File: src/rtl/pxs_pkg.sv
// Shared types for the snooping pixel fetch engine.
// Assumes four fast-clock slots per processor cycle.
package pxs_pkg;
    // Fixed access slot order inside one processor cycle
    typedef enum logic [1:0] {
        SLOT_CPU  = 2'd0,
        SLOT_PIXA = 2'd1,
        SLOT_PIXB = 2'd2,
        SLOT_IDLE = 2'd3
    } slot_t;

    // What the current processor cycle does to the pixel run
    typedef enum logic [1:0] {
        ACT_NONE  = 2'd0,
        ACT_START = 2'd1,
        ACT_CONT  = 2'd2,
        ACT_STOP  = 2'd3
    } run_act_t;
endpackage

File: src/rtl/pxs_slot_seq.sv
// Slot sequencer: counts the four fast-clock slots of a processor cycle.
// Assumes reset is released on a processor-cycle boundary.
module pxs_slot_seq
    import pxs_pkg::*;
(
    input  logic  clk,
    input  logic  rst_n,
    output slot_t slot
);
    logic [1:0] cnt_q;

    // Advance the slot index every fast clock, wrapping after slot 3
    always_ff @(posedge clk) begin
        if (!rst_n) cnt_q <= 2'd0;
        else        cnt_q <= cnt_q + 2'd1;
    end

    assign slot = slot_t'(cnt_q);
endmodule

File: src/rtl/pxs_run_ctrl.sv
// Run controller: decodes snooped output instructions, keeps the run flag,
// the in-page pixel address and the video bank register.
// Assumes processor inputs are stable for all four slots of a cycle.
module pxs_run_ctrl
    import pxs_pkg::*;
#(
    parameter int ADDR_W = 16,
    parameter int BANK_W = 3,
    parameter int PAGE_W = 8
) (
    input  logic              clk,
    input  logic              rst_n,
    input  slot_t             slot,
    input  logic              cpu_out_en,
    input  logic              cpu_out_mem,
    input  logic [ADDR_W-1:0] cpu_addr,
    input  logic              hires,
    input  logic              vbank_wr,
    input  logic [BANK_W-1:0] vbank_val,
    output run_act_t          act,
    output logic              active,
    output logic [ADDR_W-1:0] ptr,
    output logic [ADDR_W-1:0] fetch_base,
    output logic [BANK_W-1:0] vbank
);
    logic              page_nz;
    logic              is_start;
    logic [PAGE_W-1:0] step;
    logic [PAGE_W-1:0] next_lo;

    assign page_nz  = |cpu_addr[ADDR_W-1:PAGE_W];
    assign is_start = cpu_out_en && cpu_out_mem && page_nz;

    // Classify this processor cycle's effect on the run
    always_comb begin
        if (is_start)        act = ACT_START;
        else if (cpu_out_en) act = ACT_STOP;
        else if (active)     act = ACT_CONT;
        else                 act = ACT_NONE;
    end

    assign fetch_base = is_start ? cpu_addr : ptr;
    assign step       = hires ? PAGE_W'(2) : PAGE_W'(1);
    assign next_lo    = fetch_base[PAGE_W-1:0] + step;

    // Update run flag and pixel address at the end of the processor cycle
    always_ff @(posedge clk) begin
        if (!rst_n) begin
            active <= 1'b0;
            ptr    <= '0;
        end else if (slot == SLOT_IDLE) begin
            case (act)
                ACT_START, ACT_CONT: begin
                    active <= 1'b1;
                    ptr    <= {fetch_base[ADDR_W-1:PAGE_W], next_lo};
                end
                ACT_STOP: active <= 1'b0;
                default:  active <= active;
            endcase
        end
    end

    // Load the video bank at the end of the processor cycle
    always_ff @(posedge clk) begin
        if (!rst_n)                           vbank <= '0;
        else if (slot == SLOT_IDLE && vbank_wr) vbank <= vbank_val;
    end
endmodule

File: src/rtl/pxs_ram_port.sv
// RAM port: multiplexes the processor slot and the pixel lanes onto the
// single RAM bus, and captures the bytes read in each slot.
// Assumes RAM read data is valid before the end of each fast-clock slot.
module pxs_ram_port
    import pxs_pkg::*;
#(
    parameter int ADDR_W = 16,
    parameter int BANK_W = 3,
    parameter int DATA_W = 8,
    parameter int PAGE_W = 8,
    parameter int LANES  = 2
) (
    input  logic                     clk,
    input  logic                     rst_n,
    input  slot_t                    slot,
    input  logic [BANK_W-1:0]        cpu_bank,
    input  logic [ADDR_W-1:0]        cpu_addr,
    input  logic                     cpu_we,
    input  logic [DATA_W-1:0]        cpu_wdata,
    input  logic                     fetch_en,
    input  logic                     hires,
    input  logic [BANK_W-1:0]        vbank,
    input  logic [ADDR_W-1:0]        fetch_base,
    input  logic [DATA_W-1:0]        ram_rdata,
    output logic [BANK_W+ADDR_W-1:0] ram_addr,
    output logic                     ram_we,
    output logic [DATA_W-1:0]        ram_wdata,
    output logic [DATA_W-1:0]        cpu_rdata,
    output logic [DATA_W-1:0]        pix_a,
    output logic [DATA_W-1:0]        pix_b
);
    localparam int RAM_W = BANK_W + ADDR_W;

    logic [RAM_W-1:0]  lane_addr [LANES];
    logic              lane_on   [LANES];
    logic [DATA_W-1:0] lane_q    [LANES];

    // One pixel lane per slot after the processor slot
    for (genvar i = 0; i < LANES; i++) begin : g_lane
        assign lane_addr[i] = {vbank, fetch_base[ADDR_W-1:PAGE_W],
                               fetch_base[PAGE_W-1:0] + PAGE_W'(i)};
        assign lane_on[i]   = fetch_en && (slot == slot_t'(2'(i + 1)))
                              && ((i == 0) || hires);

        // Capture the pixel byte read in this lane's slot
        always_ff @(posedge clk) begin
            if (!rst_n)          lane_q[i] <= '0;
            else if (lane_on[i]) lane_q[i] <= ram_rdata;
        end
    end

    // Choose the address driving the RAM in the current slot
    always_comb begin
        ram_addr = {cpu_bank, cpu_addr};
        for (int k = 0; k < LANES; k++) begin
            if (lane_on[k]) ram_addr = lane_addr[k];
        end
    end

    assign ram_we    = (slot == SLOT_CPU) && cpu_we;
    assign ram_wdata = cpu_wdata;

    // Hold the processor's read byte from the end of its slot
    always_ff @(posedge clk) begin
        if (!rst_n)                cpu_rdata <= '0;
        else if (slot == SLOT_CPU) cpu_rdata <= ram_rdata;
    end

    assign pix_a = lane_q[0];
    assign pix_b = lane_q[1];
endmodule

File: src/rtl/pxs_video_out.sv
// Video output register: shows fetched pixels during a run, passes other
// output values through, and swaps in the second pixel in double width.
// Assumes pixel bytes are captured by the RAM port before slot 3 ends.
module pxs_video_out
    import pxs_pkg::*;
#(
    parameter int DATA_W = 8
) (
    input  logic              clk,
    input  logic              rst_n,
    input  slot_t             slot,
    input  run_act_t          act,
    input  logic              hires,
    input  logic [DATA_W-1:0] cpu_out_val,
    input  logic [DATA_W-1:0] pix_a,
    input  logic [DATA_W-1:0] pix_b,
    output logic [DATA_W-1:0] vid_out
);
    logic pend_b;

    // Load the output at cycle end, or the second pixel at mid cycle
    always_ff @(posedge clk) begin
        if (!rst_n) begin
            vid_out <= '0;
            pend_b  <= 1'b0;
        end else if (slot == SLOT_IDLE) begin
            case (act)
                ACT_START, ACT_CONT: begin
                    vid_out <= pix_a;
                    pend_b  <= hires;
                end
                ACT_STOP: begin
                    vid_out <= cpu_out_val;
                    pend_b  <= 1'b0;
                end
                default: pend_b <= 1'b0;
            endcase
        end else if (slot == SLOT_PIXA && pend_b) begin
            vid_out <= pix_b;
            pend_b  <= 1'b0;
        end
    end
endmodule

File: src/rtl/pixel_snoop_engine.sv
// Top of the snooping pixel fetch engine: slot sequencer, run controller,
// RAM port and video output register.
// Assumes clk runs at four times the processor clock and is phase aligned.
module pixel_snoop_engine
    import pxs_pkg::*;
#(
    parameter int ADDR_W = 16,
    parameter int BANK_W = 3,
    parameter int DATA_W = 8,
    parameter int PAGE_W = 8
) (
    input  logic                     clk,
    input  logic                     rst_n,
    input  logic [ADDR_W-1:0]        cpu_addr,
    input  logic [BANK_W-1:0]        cpu_bank,
    input  logic                     cpu_we,
    input  logic [DATA_W-1:0]        cpu_wdata,
    output logic [DATA_W-1:0]        cpu_rdata,
    input  logic                     cpu_out_en,
    input  logic                     cpu_out_mem,
    input  logic [DATA_W-1:0]        cpu_out_val,
    input  logic                     hires,
    input  logic                     vbank_wr,
    input  logic [BANK_W-1:0]        vbank_val,
    output logic [BANK_W+ADDR_W-1:0] ram_addr,
    output logic                     ram_we,
    output logic [DATA_W-1:0]        ram_wdata,
    input  logic [DATA_W-1:0]        ram_rdata,
    output logic [DATA_W-1:0]        vid_out
);
    slot_t             slot_w;
    run_act_t          act_w;
    logic              run_active;
    logic [ADDR_W-1:0] run_ptr;
    logic [ADDR_W-1:0] fetch_base;
    logic [BANK_W-1:0] vbank;
    logic              fetch_en;
    logic [DATA_W-1:0] pix_a;
    logic [DATA_W-1:0] pix_b;

    assign fetch_en = (act_w == ACT_START) || (act_w == ACT_CONT);

    pxs_slot_seq u_seq (
        .clk   (clk),
        .rst_n (rst_n),
        .slot  (slot_w)
    );

    pxs_run_ctrl #(.ADDR_W(ADDR_W), .BANK_W(BANK_W), .PAGE_W(PAGE_W)) u_run (
        .clk         (clk),
        .rst_n       (rst_n),
        .slot        (slot_w),
        .cpu_out_en  (cpu_out_en),
        .cpu_out_mem (cpu_out_mem),
        .cpu_addr    (cpu_addr),
        .hires       (hires),
        .vbank_wr    (vbank_wr),
        .vbank_val   (vbank_val),
        .act         (act_w),
        .active      (run_active),
        .ptr         (run_ptr),
        .fetch_base  (fetch_base),
        .vbank       (vbank)
    );

    pxs_ram_port #(.ADDR_W(ADDR_W), .BANK_W(BANK_W), .DATA_W(DATA_W),
                   .PAGE_W(PAGE_W)) u_ram (
        .clk        (clk),
        .rst_n      (rst_n),
        .slot       (slot_w),
        .cpu_bank   (cpu_bank),
        .cpu_addr   (cpu_addr),
        .cpu_we     (cpu_we),
        .cpu_wdata  (cpu_wdata),
        .fetch_en   (fetch_en),
        .hires      (hires),
        .vbank      (vbank),
        .fetch_base (fetch_base),
        .ram_rdata  (ram_rdata),
        .ram_addr   (ram_addr),
        .ram_we     (ram_we),
        .ram_wdata  (ram_wdata),
        .cpu_rdata  (cpu_rdata),
        .pix_a      (pix_a),
        .pix_b      (pix_b)
    );

    pxs_video_out #(.DATA_W(DATA_W)) u_vid (
        .clk         (clk),
        .rst_n       (rst_n),
        .slot        (slot_w),
        .act         (act_w),
        .hires       (hires),
        .cpu_out_val (cpu_out_val),
        .pix_a       (pix_a),
        .pix_b       (pix_b),
        .vid_out     (vid_out)
    );
endmodule

File: config.mk
export PLATFORM = sky130hd
export DESIGN_NAME = pixel_snoop_engine
export DESIGN_NICKNAME = d
export VERILOG_FILES = /design/src/rtl/pxs_pkg.sv /design/src/rtl/pxs_slot_seq.sv /design/src/rtl/pxs_run_ctrl.sv /design/src/rtl/pxs_ram_port.sv /design/src/rtl/pxs_video_out.sv /design/src/rtl/pixel_snoop_engine.sv
export SDC_FILE = /design/constraint.sdc
export NUM_CORES = 1
export LEC_CHECK = 0
export BUFFER_PORTS_ARGS = -buffer_cell sky130_fd_sc_hd__buf_2
export CELL_PAD_IN_SITES_DETAIL_PLACEMENT = 0
export CELL_PAD_IN_SITES_GLOBAL_PLACEMENT = 1
export CORE_UTILIZATION = 40
export CTS_BUF_LIST = sky130_fd_sc_hd__clkbuf_4
export DETAILED_ROUTE_END_ITERATION = 8
export PLACE_DENSITY_LB_ADDON = 0.1
export SYNTH_ARGS = -nofsm -noshare
export SYNTH_HDL_FRONTEND = slang
export SYNTH_SLANG_ARGS = --single-unit
File: constraint.sdc
create_clock -name clk -period 3.2 [get_ports clk]
set_input_delay 0 -clock clk [delete_from_list [all_inputs] [get_ports clk]]
set_output_delay 0 -clock clk [all_outputs]
set_load 0.1 [all_outputs]
==> reports/metrics.csv, run 1 <==
stage;metric;value;unit
outcome;status;finished, final reports clean;
route;routed-via-count;3084;
route;drtPass1Iterations;5;
yosys;synth_cells;372;
timing;drv_slew;0;
worst_hold_path;hold_start;cpu_wdata[6];
worst_setup_path;reg2reg_depth;5;
place;place_congestion;0.853;
grt;grt_max_degree;53;
worst_hold_path;hold_path.class;in -> out;
timing;hold_violations;0;
layout;area_growth;30.3;%
worst_setup_path;slowest_stage;or4_1;
worst_setup_path;crit_chain;buf_2, nor4_4, a21boi_2, nand2b_1, a21boi_0, ha_1, and3_1, buf_4, nand2_1, or4_1, nand3_1, buf_12;
clocking;htree_num_levels;2;
pwr;p_per_area;397;nW/um2
pwr;p_leak;1.79;nW
timing;fin_crit;2860;ps
worst_setup_path;cp_max_fo;14;
worst_hold_path;min_to;ram_wdata[6];
yosys;syn-cell-area;3350;um2
timing;maxSlewHeadroom;43.3;%
clocking;post_cts_buffers;0;
layout;seq_area;1260;um2
grt;grt_pass1_vias;2792;
layout;num_antenna_cells;0;
layout;layout-drive-gt1-share;27.0;%
worst_setup_path;cp_slowest_stage_delay;410;ps
floorplan;die_h;93.6;um
worst_setup_path;r2r-end;u_run.vbank[2];
yosys;synth_ff_type;dfxtp_1;
yosys;synth_edf_count;16;
grt;grt_pass1_wl;14200;um
yosys;yosysSeqAreaShare;37.6;%
floorplan;die-area;8750;um2
pwr;peakVddDrop;0.185;mV
yosys;yosys_register_bits;55;
pwr;switching_power;0.000694;W
place;dpl.hpwl;6380;um
layout;fin_nets;527;
yosys;async_flop_share;0;%
grt;gr-total-overflow;0;
pwr;p_comb_share;36.8;%
layout;multiInputGateArea;1890;um2
clocking;clk_latency;390;ps
place;placed_area;3950;um2
pwr;p_int;0.00104;W
clocking;clockBufferDepth;2;
yosys;yosys_warnings;0;
grt;grt_usage;20.8;%
place;place_inst;528;
floorplan;core-area;8180;um2
yosys;syn_nets;434;
timing;fmax;349;MHz
route;drtIter0Drc;176;
worst_setup_path;worst_setup_path_start_kind;input pin;
floorplan;start_util;41.0;%
route;wl;9020;um
route;ant_nets;0;
worst_setup_path;worstSetupEndpointType;output port;
layout;design_area;4370;um2
worst_hold_path;whs_path_depth;0;
pwr;clkPwrFrac;19.3;%
floorplan;io_pins;97;
timing;setup-tns-final;0;ps
layout;post-route-util;53.4;%
route;via_per_inst;5.40;
worst_setup_path;cpLargestDelayFamily;simple AND/OR/NAND/NOR gates;
flow_run;drv_cap;0;
layout;stdcell_count;571;
place;port_buffers;80;
timing;fin_crit_sh;89.5;%
yosys;avgSynthCellArea;9.01;um2
timing;skew;15.2;ps
clocking;cts-buffers-inserted;5;
floorplan;die_w;93.6;um
route;wl_per_cell;15.8;um
yosys;synthDistinctLibCells;55;
clocking;clkSinkCount;55;
timing;setup_viol;0;
route;drcViolationCount;0;
timing;grt_setup_unrepaired;no;
clocking;clockRootBuffer;clkbuf_4;
timing;tightest_slew;850;ps
worst_setup_path;crit_buf_inv;3;
worst_setup_path;critical_path_class;in -> out;
floorplan;num_rows;33;
worst_setup_path;arrival;2860;ps
pwr;switching_share;40.0;%
grt;antenna_found_initial;0;
pwr;seqPwrFrac;43.9;%
worst_setup_path;reg2reg_slack;690;ps
worst_setup_path;critPathRequiredTime;3200;ps
layout;num-fill-cells;763;
clocking;tritoncts;done;
worst_setup_path;timing.rr.start;u_seq.slot[0];
==> what timing repair did <==
item | 4_1_cts | 5_1_grt
hold buffers | 35 | 0
resized for setup | 0 | 0
endpoints found under the hold margin | 45 | 0
==> per-layer routing <==
metal | vias to the layer above | wire (um) | GRT usage [%]
li1 | 1536 | - | -
met1 | 1446 | 4150 | 28.6
met2 | 93 | 4290 | 34.4
met3 | 9 | 501 | 3.09
met4 | 0 | 80 | 4.74
met5 | - | 0 | 0
==> kinds of logic after synthesis <==
group | synth area share [%]
and+or+nand+nor | 22.5
xor gates and xnor gates | 2.35
AOI/OAI and AO/OA | 16.6
muxes | 10.4
adders and majority gates | 3.58
buffers and inverters | 6.87
DFF | 37.6
==> registers in the layout, summed over array words and instances (netlist names) <==
signal,cells
u_seq.slot,2
u_run.vbank,3
u_vid.vid_out,8
u_ram.lane_q,16
u_run.ptr,16
u_run.active,1
u_vid.pend_b,1
u_ram.cpu_rdata,8
==> power groups by stage <==
stage / Sequential (W) / Combinational, W / Clock [W]
after global routing: 0.000765 / 0.000671 / 0.000363
after floorplan: 0.000853 / 0.000406 / 0
after global placement: 0.000776 / 0.000609 / 0
final: 0.000761 / 0.000639 / 0.000335
after CTS: 0.000761 / 0.000641 / 0.000349
after detailed placement: 0.000776 / 0.000611 / 0
==> stage by stage <==
step                      hold slack, ps  setup slack (ps)  total power (W)
after global placement              1.18               445          0.00138
final                             0.0439               336          0.00173
after floorplan                      136              52.3          0.00126
after global routing               0.320               178          0.00180
after CTS                           1.18               340          0.00175
after detailed placement            1.18               353          0.00139
==> worst max-delay path by stage <==
stage	to	start	cells past startpoint	slack, ps
6_report	ram_addr[5]	cpu_addr[15]	12	340
5_1_grt	ram_addr[5]	cpu_addr[15]	12	180
4_1_cts	ram_addr[5]	cpu_addr[11]	12	340
3_5_place_dp	ram_addr[5]	cpu_addr[11]	12	350
3_3_place_gp	ram_addr[5]	cpu_addr[11]	12	450
2_1_floorplan	ram_addr[0]	cpu_addr[15]	11	50
==> worst reg2reg max path: stages, from the launching register on <==
cell           delay (ps)
dfxtp_1               410
ha_1                  630
nand3_1               160
dlygate4sd3_1         590
a21boi_0              140
dlygate4sd3_1         550
==> cells in the mapped netlist (4+ instances only) <==
library cell  number  area [um2]
nand2_1           48         180
dfxtp_1           39         781
clkbuf_1          21        78.8
o21ai_0           21         105
mux2i_1           20         200
a21oi_1           19        95.1
and3_1            19         119
nand3_1           18        90.1
edfxtp_1          16         480
mux2_2            12         135
nor2_1             9        33.8
o221ai_1           9        78.8
buf_4              8        60.1
ha_1               8         100
inv_1              8        30.0
nand4b_1           8        70.1
a31oi_1            7        43.8
buf_2              7        35.0
a21boi_0           6        45.0
nor2b_1            6        37.5
xnor2_1            6        52.6
nand4_1            5        31.3
and2_1             4        25.0
o211ai_1           4        30.0
==> cell usage in the layout (no fill, tap or decap), types with 3 or more instances in the layout <==
master	n
a21boi_0	6
a21oi_1	18
a31oi_1	7
and2_1	4
and3_1	19
buf_12	11
buf_2	69
buf_4	10
clkbuf_4	5
dfxtp_1	39
dlygate4sd3_1	35
edfxtp_1	16
ha_1	8
inv_1	8
mux2_2	12
mux2i_1	20
nand2_1	48
nand3_1	18
nand4_1	5
nand4b_1	8
nor2_1	9
nor2b_1	6
o211ai_1	4
o21ai_0	20
o221ai_1	8
or4_1	3
xnor2_1	6
xor2_1	3
==> cell type report <==
type,count,area share [%]
Clock buffer,5,0.859
Clock inverter,3,0.630
Inverter,8,0.687
Multi-Input combinational cell,270,43.3
Sequential cell,55,28.9
Tap cell,105,3.01
Timing Repair Buffer,125,22.7
Note: power is estimated with default switching activity, not from simulation.
==> run 2, diff against run 1 <==
SYNTH_HIERARCHICAL = 1   (was default)
==> run 2 against run 1 <==
Effect of this change: worst hold slack barely moved; combinational power rose by 1%; critical path depth did not move; sequential cell count did not move; global-route usage fell by 0.63 points; fmax fell by 2.8%; synthesized area fell by 1.3%; clock power fell by 1%.
==> reports/metrics.csv, run 2 <==
stage;metric;value;unit;change
timing;fmax;339;MHz;-2.8%
pwr;p_leak;1.75;nW;-2.2%
pwr;clkPwrFrac;18.9;%;-0.4 points
worst_setup_path;critical_path_class;in -> out;;
timing;hold_violations;0;;unchanged
yosys;synth_top_family_by_area;simple AND/OR/NAND/NOR gates;;
clocking;htree_num_levels;2;;unchanged
timing;fin_crit_sh;92.1;%;+2.6 points
yosys;synth.most_common_cell;nand2_1;;
layout;fin_nets;511;;-3.0%
grt;grt_pass1_wl;13800;um;-2.7%
yosys;syn-cell-area;3310;um2;-1.3%
clocking;clockBufferDepth;2;;unchanged
flow_run;drv_cap;0;;unchanged
yosys;synth_top_cells_by_count;nand2_1, dfxtp_1, mux2_2;;
worst_setup_path;crit_chain;dlygate4sd3_1, buf_2, nor4_4, a21o_2, o21ai_1, inv_1, xor2_1, nand4b_1, buf_4, o21ai_0, a221o_1, clkbuf_4;;
yosys;avgSynthCellArea;9.24;um2;+2.5%
layout;layout_commonest_cell;buf_2;;
route;drcViolationCount;0;;unchanged
yosys;yosys_register_bits;55;;unchanged
floorplan;core-area;7850;um2;-4.0%
timing;setup-tns-final;0;ps;unchanged
timing;grt_setup_unrepaired;no;;
layout;layout-drive-gt1-share;31.4;%;+4.4 points
yosys;yosys-mux-area-fraction;15.6;%;+5.2 points
pwr;seqPwrFrac;44.1;%;+0.2 points
yosys;synthAdderAreaFrac;2.87;%;-0.71 points
pwr;p_total;0.00175;W;+0.91%
yosys;syn_nets;418;;-3.7%
timing;tightest_slew;753;ps;-97.0 ps
timing;hold_ws;0.0439;ps;+0.0000229 ps
floorplan;die_h;92.9;um;-0.66%
route;wl;8360;um;-7.3%
yosys;synth-compound-area-share;17.1;%;+0.49 points
yosys;synthSimpleGateAreaFrac;20.3;%;-2.2 points
worst_hold_path;hold_path.class;in -> out;;
floorplan;die_w;92.9;um;-0.66%
worst_setup_path;arrival;2950;ps;+90 ps
worst_setup_path;cpLargestDelayFamily;buffers and inverters;;
place;port_buffers;80;;unchanged
timing;setup_viol;0;;unchanged
route;drtPass1Iterations;4;;-1
yosys;synth_ff_type;dfxtp_1;;
worst_setup_path;worstSetupEndpointType;output port;;
layout;area_growth;26.2;%;
place;dpl.hpwl;5870;um;-8.0%
yosys;synthTopCellsByArea;dfxtp_1, edfxtp_1, mux2_2, nand2_1, a21oi_1;;
pwr;p_comb_share;37.0;%;+0.2 points
yosys;yosysSeqAreaShare;38.1;%;+0.51 points
pwr;peakVddDrop;0.205;mV;+11%
worst_setup_path;cp_max_fo;10;;-4
floorplan;start_util;42.2;%;+1.1 points
outcome;status;finished, final reports clean;;
worst_setup_path;critPathRequiredTime;3200;ps;about the same
worst_setup_path;cp_slowest_stage_delay;530;ps;+120 ps
layout;num_antenna_cells;0;;unchanged
yosys;async_flop_share;0;%;unchanged
route;routed-via-count;2921;;-5.3%
yosys;synth_edf_count;16;;unchanged
yosys;yosys_warnings;6;;+6
clocking;clk_latency;390;ps;about the same
clocking;tritoncts;done;;
grt;grt_pass1_vias;2789;;-0.11%
floorplan;num_rows;32;;-3.0%
layout;post-route-util;53.2;%;-0.24 points
yosys;synth_cells;358;;-3.8%
clocking;clockRootBuffer;clkbuf_4;;
route;via_per_inst;5.27;;-2.4%
pwr;p_per_area;419;nW/um2;+5.6%
grt;grt_usage;20.2;%;-0.63 points
timing;skew;16.9;ps;+1.65 ps
place;place_congestion;0.791;;-7.3%
floorplan;die-area;8640;um2;-1.3%
clocking;clkSinkCount;55;;unchanged
grt;grt_max_degree;26;;-51%
worst_setup_path;worst_setup_path_start_kind;input pin;;
route;wl_per_cell;15.1;um;-4.4%
grt;antenna_found_initial;0;;unchanged
yosys;synthDistinctLibCells;52;;-5.5%
yosys;yosysTopAreaCell;dfxtp_1;;
grt;gr-total-overflow;0;;unchanged
layout;reg_top3;u_ram/lane_q: 16 flops, u_run/ptr: 16 flops;;
pwr;switching_share;40.5;%;+0.45 points
yosys;synth-xor-area-share;0.794;%;-1.6 points
layout;layout_common_cells;buf_2, nand2_1, dfxtp_1;;
worst_setup_path;crit_buf_inv;5;;+2
worst_setup_path;slowest_stage;dlygate4sd3_1;;
timing;drv_slew;0;;unchanged
floorplan;io_pins;97;;unchanged
timing;maxSlewHeadroom;49.7;%;+6.4 points
pwr;switching_power;0.000708;W;+2.1%
clocking;cts-buffers-inserted;5;;unchanged
route;ant_nets;0;;unchanged
route;drtIter0Drc;138;;-22%
timing;fin_crit;2950;ps;+82.7 ps
pwr;p_int;0.00104;W;+0.14%
yosys;yosysTopAreaCellShare;23.6;%;+0.32 points
[run 2: worst register-to-register path: stages, from the launching register on]
cell and delay, ps:
dfxtp_1 840, nand3_1 140, buf_4 220, a211o_1 410
a21oi_1 190, o22ai_1 80, and2_1 150
[run 2: what timing repair did]
item	CTS	global route
setup endpoints to repair	0	17
buffers inserted	0	3
hold buffers	22	0
endpoints found under the hold margin	38	0
gates resized for setup	0	3
[run 2: final timing paths]
kind              slack, ps          start  cells after the start           end
setup / recovery        250   cpu_addr[15]                     12   ram_addr[7]
hold / removal         0.04   cpu_wdata[5]                      0  ram_wdata[5]
setup reg to reg       1080  u_seq/slot[0]                      6  u_run/ptr[5]
hold reg to reg         470   u_run/ptr[0]                      2  u_run/ptr[0]
[run 2: final cells by class]
class,count,area (um2)
Multi-Input combinational cell,271,1890
Timing Repair Buffer,111,803
Tap cell,102,128
Sequential cell,55,1260
Inverter,7,26.3
Clock buffer,6,45.0
Clock inverter,2,16.3
Fill cell,785,3670
[run 2: metal layers]
metal / vias to the layer above / global-route usage [%] / wire length (um)
met5: - / 0 / 0
met4: 0 / 5.77 / 97
li1: 1479 / - / -
met1: 1344 / 28.4 / 4130
met2: 85 / 31.9 / 3720
met3: 13 / 3.04 / 415
[run 2: kinds of logic after synthesis]
family | Yosys count
adder cells (fa/ha/maj) | 7
AND/OR/NAND/NOR | 126
flip-flops | 55
buffers and inverters | 32
XOR/XNOR | 3
multiplexers | 47
AO/OA/AOI/OAI | 88
[run 2: metrics by stage]
| step | std cells | worst slack, ps | cell area [um2] |
|---|---|---|---|
| detailed placement | 521 | 503 | 3840 |
| floorplan | 358 | 149 | 3320 |
| CTS | 551 | 13.7 | 4120 |
| global route | 554 | 11.0 | 4170 |
| finish | 554 | 253 | 4170 |
| global placement | 521 | 635 | 3840 |
[run 2: power by group through the flow]
stage | sequential (W) | combinational [W] | clock [W]
global placement | 0.000787 | 0.000608 | 0
detailed placement | 0.000787 | 0.000612 | 0
floorplan | 0.000855 | 0.000438 | 0
CTS | 0.000772 | 0.000634 | 0.000344
finish | 0.000772 | 0.000648 | 0.000330
global route | 0.000778 | 0.000683 | 0.000367
